### src/rtl/stamp_pkg.sv
// Shared types for the timestamp counter.
// Assumes: nothing beyond IEEE 1800-2017.
package stamp_pkg;

    // Kind of register access decoded from one bus cycle
    typedef enum logic [2:0] {
        ACC_IDLE    = 3'd0,
        ACC_CTRL_WR = 3'd1,
        ACC_CTRL_RD = 3'd2,
        ACC_LO_RD   = 3'd3,
        ACC_HI_RD   = 3'd4,
        ACC_MISC_RD = 3'd5
    } acc_e;

endpackage

### src/rtl/stamp_decode.sv
// Turns one bus cycle (address plus strobes) into a single access kind.
// Assumes: the write strobe wins when both strobes are high; writes to any
// address other than control are dropped (reported as idle).
module stamp_decode
    import stamp_pkg::*;
#(
    parameter int          ADDR_W    = 12,
    parameter logic [11:0] CTRL_ADDR = 12'h103,
    parameter logic [11:0] LO_ADDR   = 12'h104,
    parameter logic [11:0] HI_ADDR   = 12'h105
) (
    input  logic [ADDR_W-1:0] addr,
    input  logic              wr,
    input  logic              rd,
    output acc_e              acc
);

    localparam logic [ADDR_W-1:0] A_CTRL = ADDR_W'(CTRL_ADDR);
    localparam logic [ADDR_W-1:0] A_LO   = ADDR_W'(LO_ADDR);
    localparam logic [ADDR_W-1:0] A_HI   = ADDR_W'(HI_ADDR);

    // classify the current request
    always_comb begin
        acc = ACC_IDLE;
        if (wr) begin
            if (addr == A_CTRL) acc = ACC_CTRL_WR;
        end else if (rd) begin
            if      (addr == A_CTRL) acc = ACC_CTRL_RD;
            else if (addr == A_LO)   acc = ACC_LO_RD;
            else if (addr == A_HI)   acc = ACC_HI_RD;
            else                     acc = ACC_MISC_RD;
        end
    end

endmodule

### src/rtl/stamp_count.sv
// Free-running counter built from SEG_W-wide segments chained by carry.
// Each segment steps when the enable is high and every lower segment is all
// ones. Assumes CNT_W is a multiple of SEG_W.
module stamp_count #(
    parameter int              CNT_W     = 64,
    parameter int              SEG_W     = 32,
    parameter logic [CNT_W-1:0] START_VAL = '0
) (
    input  logic             clk,
    input  logic             rst_n,
    input  logic             en,
    output logic [CNT_W-1:0] cnt
);

    localparam int NSEG = CNT_W / SEG_W;

    logic [NSEG-1:0] step;
    logic [NSEG-1:0] full;

    for (genvar g = 0; g < NSEG; g++) begin : g_seg
        logic [SEG_W-1:0] seg_q;

        // step this segment when enabled and all lower segments wrap
        always_ff @(posedge clk) begin
            if (!rst_n)       seg_q <= START_VAL[g*SEG_W +: SEG_W];
            else if (step[g]) seg_q <= seg_q + SEG_W'(1);
        end

        assign full[g] = &seg_q;
        assign cnt[g*SEG_W +: SEG_W] = seg_q;

        if (g == 0) begin : g_first
            assign step[g] = en;
        end else begin : g_rest
            assign step[g] = step[g-1] & full[g-1];
        end
    end

    // enabled count advances by exactly one per clock
    p_step_r2: assert property (@(posedge clk) disable iff (!rst_n)
        en |=> cnt == $past(cnt) + CNT_W'(1));

    // disabled count holds
    p_hold_r2: assert property (@(posedge clk) disable iff (!rst_n)
        !en |=> $stable(cnt));

endmodule

### src/rtl/stamp_shadow.sv
// Shadow capture and torn-read detection.
// A low-word read copies the whole count into the shadow and opens a pair.
// A high-word read closes the pair and records whether the live upper word
// still matches the captured one. Assumes the count only rises, so an
// unchanged upper word means no carry crossed between the two halves.
module stamp_shadow
    import stamp_pkg::*;
#(
    parameter int CNT_W  = 64,
    parameter int DATA_W = 32
) (
    input  logic             clk,
    input  logic             rst_n,
    input  acc_e             acc,
    input  logic [CNT_W-1:0] cnt,
    output logic [CNT_W-1:0] shadow,
    output logic             ok
);

    localparam int HI_LSB = CNT_W - DATA_W;

    logic              armed;
    logic [DATA_W-1:0] live_hi;
    logic [DATA_W-1:0] snap_hi;

    assign live_hi = cnt[HI_LSB +: DATA_W];
    assign snap_hi = shadow[HI_LSB +: DATA_W];

    // capture the full count on a low-word read
    always_ff @(posedge clk) begin
        if (!rst_n)                 shadow <= '0;
        else if (acc == ACC_LO_RD)  shadow <= cnt;
    end

    // track the open pair and the consistency verdict
    always_ff @(posedge clk) begin
        if (!rst_n) begin
            armed <= 1'b0;
            ok    <= 1'b0;
        end else if (acc == ACC_LO_RD) begin
            armed <= 1'b1;
            ok    <= 1'b0;
        end else if (acc == ACC_HI_RD) begin
            armed <= 1'b0;
            ok    <= armed && (live_hi == snap_hi);
        end
    end

    // shadow changes only on a low-word read
    p_shadow_keep_r4: assert property (@(posedge clk) disable iff (!rst_n)
        acc != ACC_LO_RD |=> $stable(shadow));

    // a crossed carry leaves the pair marked torn
    p_carry_torn_r7: assert property (@(posedge clk) disable iff (!rst_n)
        (acc == ACC_HI_RD && live_hi != snap_hi) |=> !ok);

    // a high read with no open pair is never consistent
    p_need_pair_r8: assert property (@(posedge clk) disable iff (!rst_n)
        (acc == ACC_HI_RD && !armed) |=> !ok && !armed);

    // a low read opens a pair and withdraws the verdict
    p_low_clears_r9: assert property (@(posedge clk) disable iff (!rst_n)
        acc == ACC_LO_RD |=> !ok && armed);

    // a clean pair is reported as consistent
    p_clean_pair_r6: assert property (@(posedge clk) disable iff (!rst_n)
        (acc == ACC_HI_RD && armed && live_hi == snap_hi) |=> ok);

endmodule

### src/rtl/stamp_counter.sv
// Top of the timestamp counter: register decode, enable bit, counter,
// shadow/consistency logic and the registered read-data path.
// Assumes CNT_W == 2*DATA_W and single-cycle read and write strobes.
module stamp_counter
    import stamp_pkg::*;
#(
    parameter int               ADDR_W    = 12,
    parameter int               DATA_W    = 32,
    parameter int               CNT_W     = 64,
    parameter logic [11:0]      CTRL_ADDR = 12'h103,
    parameter logic [11:0]      LO_ADDR   = 12'h104,
    parameter logic [11:0]      HI_ADDR   = 12'h105,
    parameter logic [CNT_W-1:0] START_VAL = '0
) (
    input  logic              clk,
    input  logic              rst_n,
    input  logic [ADDR_W-1:0] bus_addr,
    input  logic              bus_wr,
    input  logic [DATA_W-1:0] bus_wdata,
    input  logic              bus_rd,
    output logic [DATA_W-1:0] bus_rdata
);

    localparam int HI_LSB = CNT_W - DATA_W;

    acc_e              acc;
    logic              en_q;
    logic [CNT_W-1:0]  cnt;
    logic [CNT_W-1:0]  shadow;
    logic              ok;
    logic [DATA_W-1:0] ctrl_word;
    logic [DATA_W-1:0] rdata_q;

    stamp_decode #(
        .ADDR_W   (ADDR_W),
        .CTRL_ADDR(CTRL_ADDR),
        .LO_ADDR  (LO_ADDR),
        .HI_ADDR  (HI_ADDR)
    ) u_dec (
        .addr(bus_addr),
        .wr  (bus_wr),
        .rd  (bus_rd),
        .acc (acc)
    );

    stamp_count #(
        .CNT_W    (CNT_W),
        .SEG_W    (DATA_W),
        .START_VAL(START_VAL)
    ) u_cnt (
        .clk  (clk),
        .rst_n(rst_n),
        .en   (en_q),
        .cnt  (cnt)
    );

    stamp_shadow #(
        .CNT_W (CNT_W),
        .DATA_W(DATA_W)
    ) u_shd (
        .clk   (clk),
        .rst_n (rst_n),
        .acc   (acc),
        .cnt   (cnt),
        .shadow(shadow),
        .ok    (ok)
    );

    // enable bit, loaded from bit 0 of a control write
    always_ff @(posedge clk) begin
        if (!rst_n)                   en_q <= 1'b0;
        else if (acc == ACC_CTRL_WR)  en_q <= bus_wdata[0];
    end

    assign ctrl_word = {ok, {(DATA_W-2){1'b0}}, en_q};

    // registered read data, held when no read occurs
    always_ff @(posedge clk) begin
        if (!rst_n) begin
            rdata_q <= '0;
        end else begin
            case (acc)
                ACC_CTRL_RD: rdata_q <= ctrl_word;
                ACC_LO_RD:   rdata_q <= cnt[DATA_W-1:0];
                ACC_HI_RD:   rdata_q <= shadow[HI_LSB +: DATA_W];
                ACC_MISC_RD: rdata_q <= '0;
                default:     rdata_q <= rdata_q;
            endcase
        end
    end

    assign bus_rdata = rdata_q;

    // reset clears read data and the verdict
    p_reset_r1: assert property (@(posedge clk)
        !rst_n |=> bus_rdata == '0 && !ok && !en_q);

    // control read shows zero in the middle bits and the enable in bit 0
    p_ctrl_fmt_r5: assert property (@(posedge clk) disable iff (!rst_n)
        acc == ACC_CTRL_RD |=> bus_rdata[DATA_W-2:1] == '0
                               && bus_rdata[0] == $past(en_q));

    // low read returns the low word of the count at the request edge
    p_low_word_r3: assert property (@(posedge clk) disable iff (!rst_n)
        acc == ACC_LO_RD |=> bus_rdata == $past(cnt[DATA_W-1:0]));

    // without a read the output is held
    p_rdata_hold_r11: assert property (@(posedge clk) disable iff (!rst_n)
        (acc == ACC_IDLE || acc == ACC_CTRL_WR) |=> $stable(bus_rdata));

    // a write to a non-control address leaves the enable alone
    p_stray_wr_r10: assert property (@(posedge clk) disable iff (!rst_n)
        (bus_wr && bus_addr != ADDR_W'(CTRL_ADDR)) |=> $stable(en_q));

endmodule

### config.mk
export PLATFORM = sky130hd
export DESIGN_NAME = stamp_counter
export DESIGN_NICKNAME = d
export VERILOG_FILES = /design/src/rtl/stamp_pkg.sv /design/src/rtl/stamp_decode.sv /design/src/rtl/stamp_count.sv /design/src/rtl/stamp_shadow.sv /design/src/rtl/stamp_counter.sv
export SDC_FILE = /design/constraint.sdc
export NUM_CORES = 1
export LEC_CHECK = 0
export ABC_CLOCK_PERIOD_IN_PS = 3910
export CAP_MARGIN = 25
export CORE_UTILIZATION = 42
export DETAILED_ROUTE_END_ITERATION = 6
export PLACE_DENSITY = 0.72
export SETUP_SLACK_MARGIN = 0.5
export SYNTH_ARGS = -nofsm -noshare
export SYNTH_HDL_FRONTEND = slang
export SYNTH_HIERARCHICAL = 1
export SYNTH_SLANG_ARGS = --single-unit
### constraint.sdc
create_clock -name clk -period 3.91 [get_ports clk]
set_input_delay 0.5865 -clock clk [delete_from_list [all_inputs] [get_ports clk]]
set_output_delay 0.5865 -clock clk [all_outputs]
set_load 0.01 [all_outputs]
==> flow_metrics.tcl <==
set metrics [dict create \
    syn-num-nets 767 \
    core_area_sq_um 14500 \
    swShare_pct 20.8 \
    crit_chain "and4_1 > nand4_1 > or4_4 > or4_1 > a21oi_1" \
    slew_viol_final 0 \
    syn_avg_cell_area_sq_um 8.64 \
    drt_wl_total_mm 15.1 \
    drc 0 \
    clk_pin_slew_worst_paths_ns 0.06 \
    place.port_buffers 48 \
    postRouteAntennaNets 0 \
    slowest_delay_ns 0.81 \
    critPathKind "reg -> reg" \
    vias 5254 \
    p_leak_nw 2.46 \
    rsz0062_at_grt "no" \
    slew_headroom_pct 46.6 \
    crit_path_end_kind "flop" \
    finalNetCount 807 \
    crit_required_ns 4.26 \
    hold_viol 0 \
    cts_buffers 17 \
    fmax_ghz 0.343 \
    yosysWarnings 6 \
    pwr-share-comb_pct 3.0 \
    cts_tree "built" \
    diodes 0 \
    tightest_slew_ns 0.799 \
    finalCriticalPeriod_ns 2.92 \
    post_cts.repair.setup_buffers 0 \
    drt_iter0_markers 356 \
    clkPwrFrac_pct 50.8 \
    dp.cells 921 \
    dp_slack_ns 0.513 \
    tns_ns 0 \
    cts_root_buf "clkbuf_16" \
    fin_ws_ns 0.993 \
    synth_area_sq_um 6200 \
    wire_per_inst_um 15.9 \
    clock_latency_ns 0.42 \
    drive_above_1_share_pct 9.65 \
    hold_path.class "reg -> reg" \
    ctsResizeCount 0 \
    p_switching_w 0.000603 \
    dp_hpwl_mm 10.3 \
    fp.dieArea_sq_um 15200 \
    start_util_pct 42.8 \
    hold_buffers 0 \
    ios 80 \
    cpMaxStageDelayCell "or4_4" \
    finalNonFillerCells 951 \
    worstPathArrival_ns 3.27 \
    drv_cap 0 \
    setup_violations 0 \
    fin_skew_ns 0.00493 \
    clock-sinks 131 \
    gp_congestion 0.848 \
    cts.htree.levels 4 \
    p_int_w 0.00230 \
    synthCells 717 \
    start_kind "flop" \
    die_y_um 123 \
    dieWidth_um 123 \
    cp_max_fo 30 \
    cp.buffers_inverters 0 \
    area_delta_synth_final_pct 19.4 \
    grt_pass1_vias 4720 \
    viasPerCell 5.52 \
    seqPwrFrac_pct 46.2 \
    grt_first_pass_wirelength_mm 24.4 \
    clockBufferDepth 2 \
    cellPowerDensity_nw_per_um2 392 \
    cp_top_family "simple AND/OR/NAND/NOR gates" \
    num_rows 44 \
    peakVddDrop_mv 0.302 \
    dr.pass1.iters 5 \
    grt_remaining_overflow 0 \
    fin_crit_sh_pct 74.6 \
    antenna_found_initial 0 \
    track_usage_pct 21.2 \
    status "completed" \
    grt_max_degree 45 \
]
[worst min-delay path, delay by kind of cell (launching register included)]
kind	cells	cell delay (ns)
flops	1	0.31
compound gates	1	0.05
simple gates	1	0.05
[flip-flops by register name (all words and copies together), names as in the netlist]
name	flops
u_cnt/g_seg.seg_q	64
u_shd/ok	1
bus_rdata	32
en_q	1
u_shd/armed	1
u_shd/shadow	32
[metal layers]
| metal | track usage [%] | vias to the layer above | wire length, um |
|---|---|---|---|
| li1 | - | 2626 | - |
| met1 | 28.0 | 2510 | 7040 |
| met2 | 34.0 | 98 | 7210 |
| met3 | 4.89 | 20 | 604 |
| met4 | 6.85 | 0 | 214 |
| met5 | 0 | - | 0 |
[power groups by stage]
stage	Sequential (W)	Combinational, W	Clock (W)
floorplan	0.00137	0.0000477	0
global placement	0.00137	0.0000850	0
detailed placement	0.00137	0.0000855	0
CTS	0.00134	0.0000859	0.00150
global route	0.00134	0.0000930	0.00155
finish	0.00134	0.0000866	0.00148
[layout make-up]
| cell class | count | area (sq um) |
|---|---|---|
| flip-flops and latches | 131 | 2620 |
| fillers | 1339 | 7080 |
| clock inverters | 5 | 52.6 |
| multi-input cells | 531 | 3310 |
| inverters | 10 | 37.5 |
| repair buffers | 66 | 648 |
| clock buffers | 24 | 492 |
| well taps | 184 | 230 |
[final timing paths]
path	cells past startpoint	slack [ns]	from	to
max	5	0.99	en_q	u_cnt/g_seg[1].seg_q[30]
min	2	0.45	bus_rdata[21]	bus_rdata[21]
max reg2reg	5	0.99	en_q	u_cnt/g_seg[1].seg_q[30]
min reg2reg	2	0.45	bus_rdata[21]	bus_rdata[21]
[per-stage QoR]
stage	total power, W	utilization [%]	cell area [sq um]	hold WS (ns)
6_report	0.00290	51.1	7400	0.451
3_5_place_dp	0.00145	47.2	6840	0.443
2_1_floorplan	0.00141	-	6200	0.465
4_1_cts	0.00292	51.0	7380	0.453
5_1_grt	0.00298	51.1	7400	0.475
3_3_place_gp	0.00145	47.2	6840	0.442
[cells in the final DEF, fill, tap and decap left out, drive strengths merged, types with 3 or more instances in the layout]
master           n
xnor2           31
buf             18
or4             12
clkbuf          24
a22oi           33
or3             16
mux2i            5
o21ai           18
and2             8
nand3           19
nand3b           3
nor4            26
nand2          124
dfxtp          131
a21boi          33
nor3             8
clkdlybuf4s50   48
a21oi           55
nor2            40
and3             6
xor2            39
and4             8
nand4           19
clkinv           4
o31ai            8
inv              9
(Power assumes the default switching activity.)
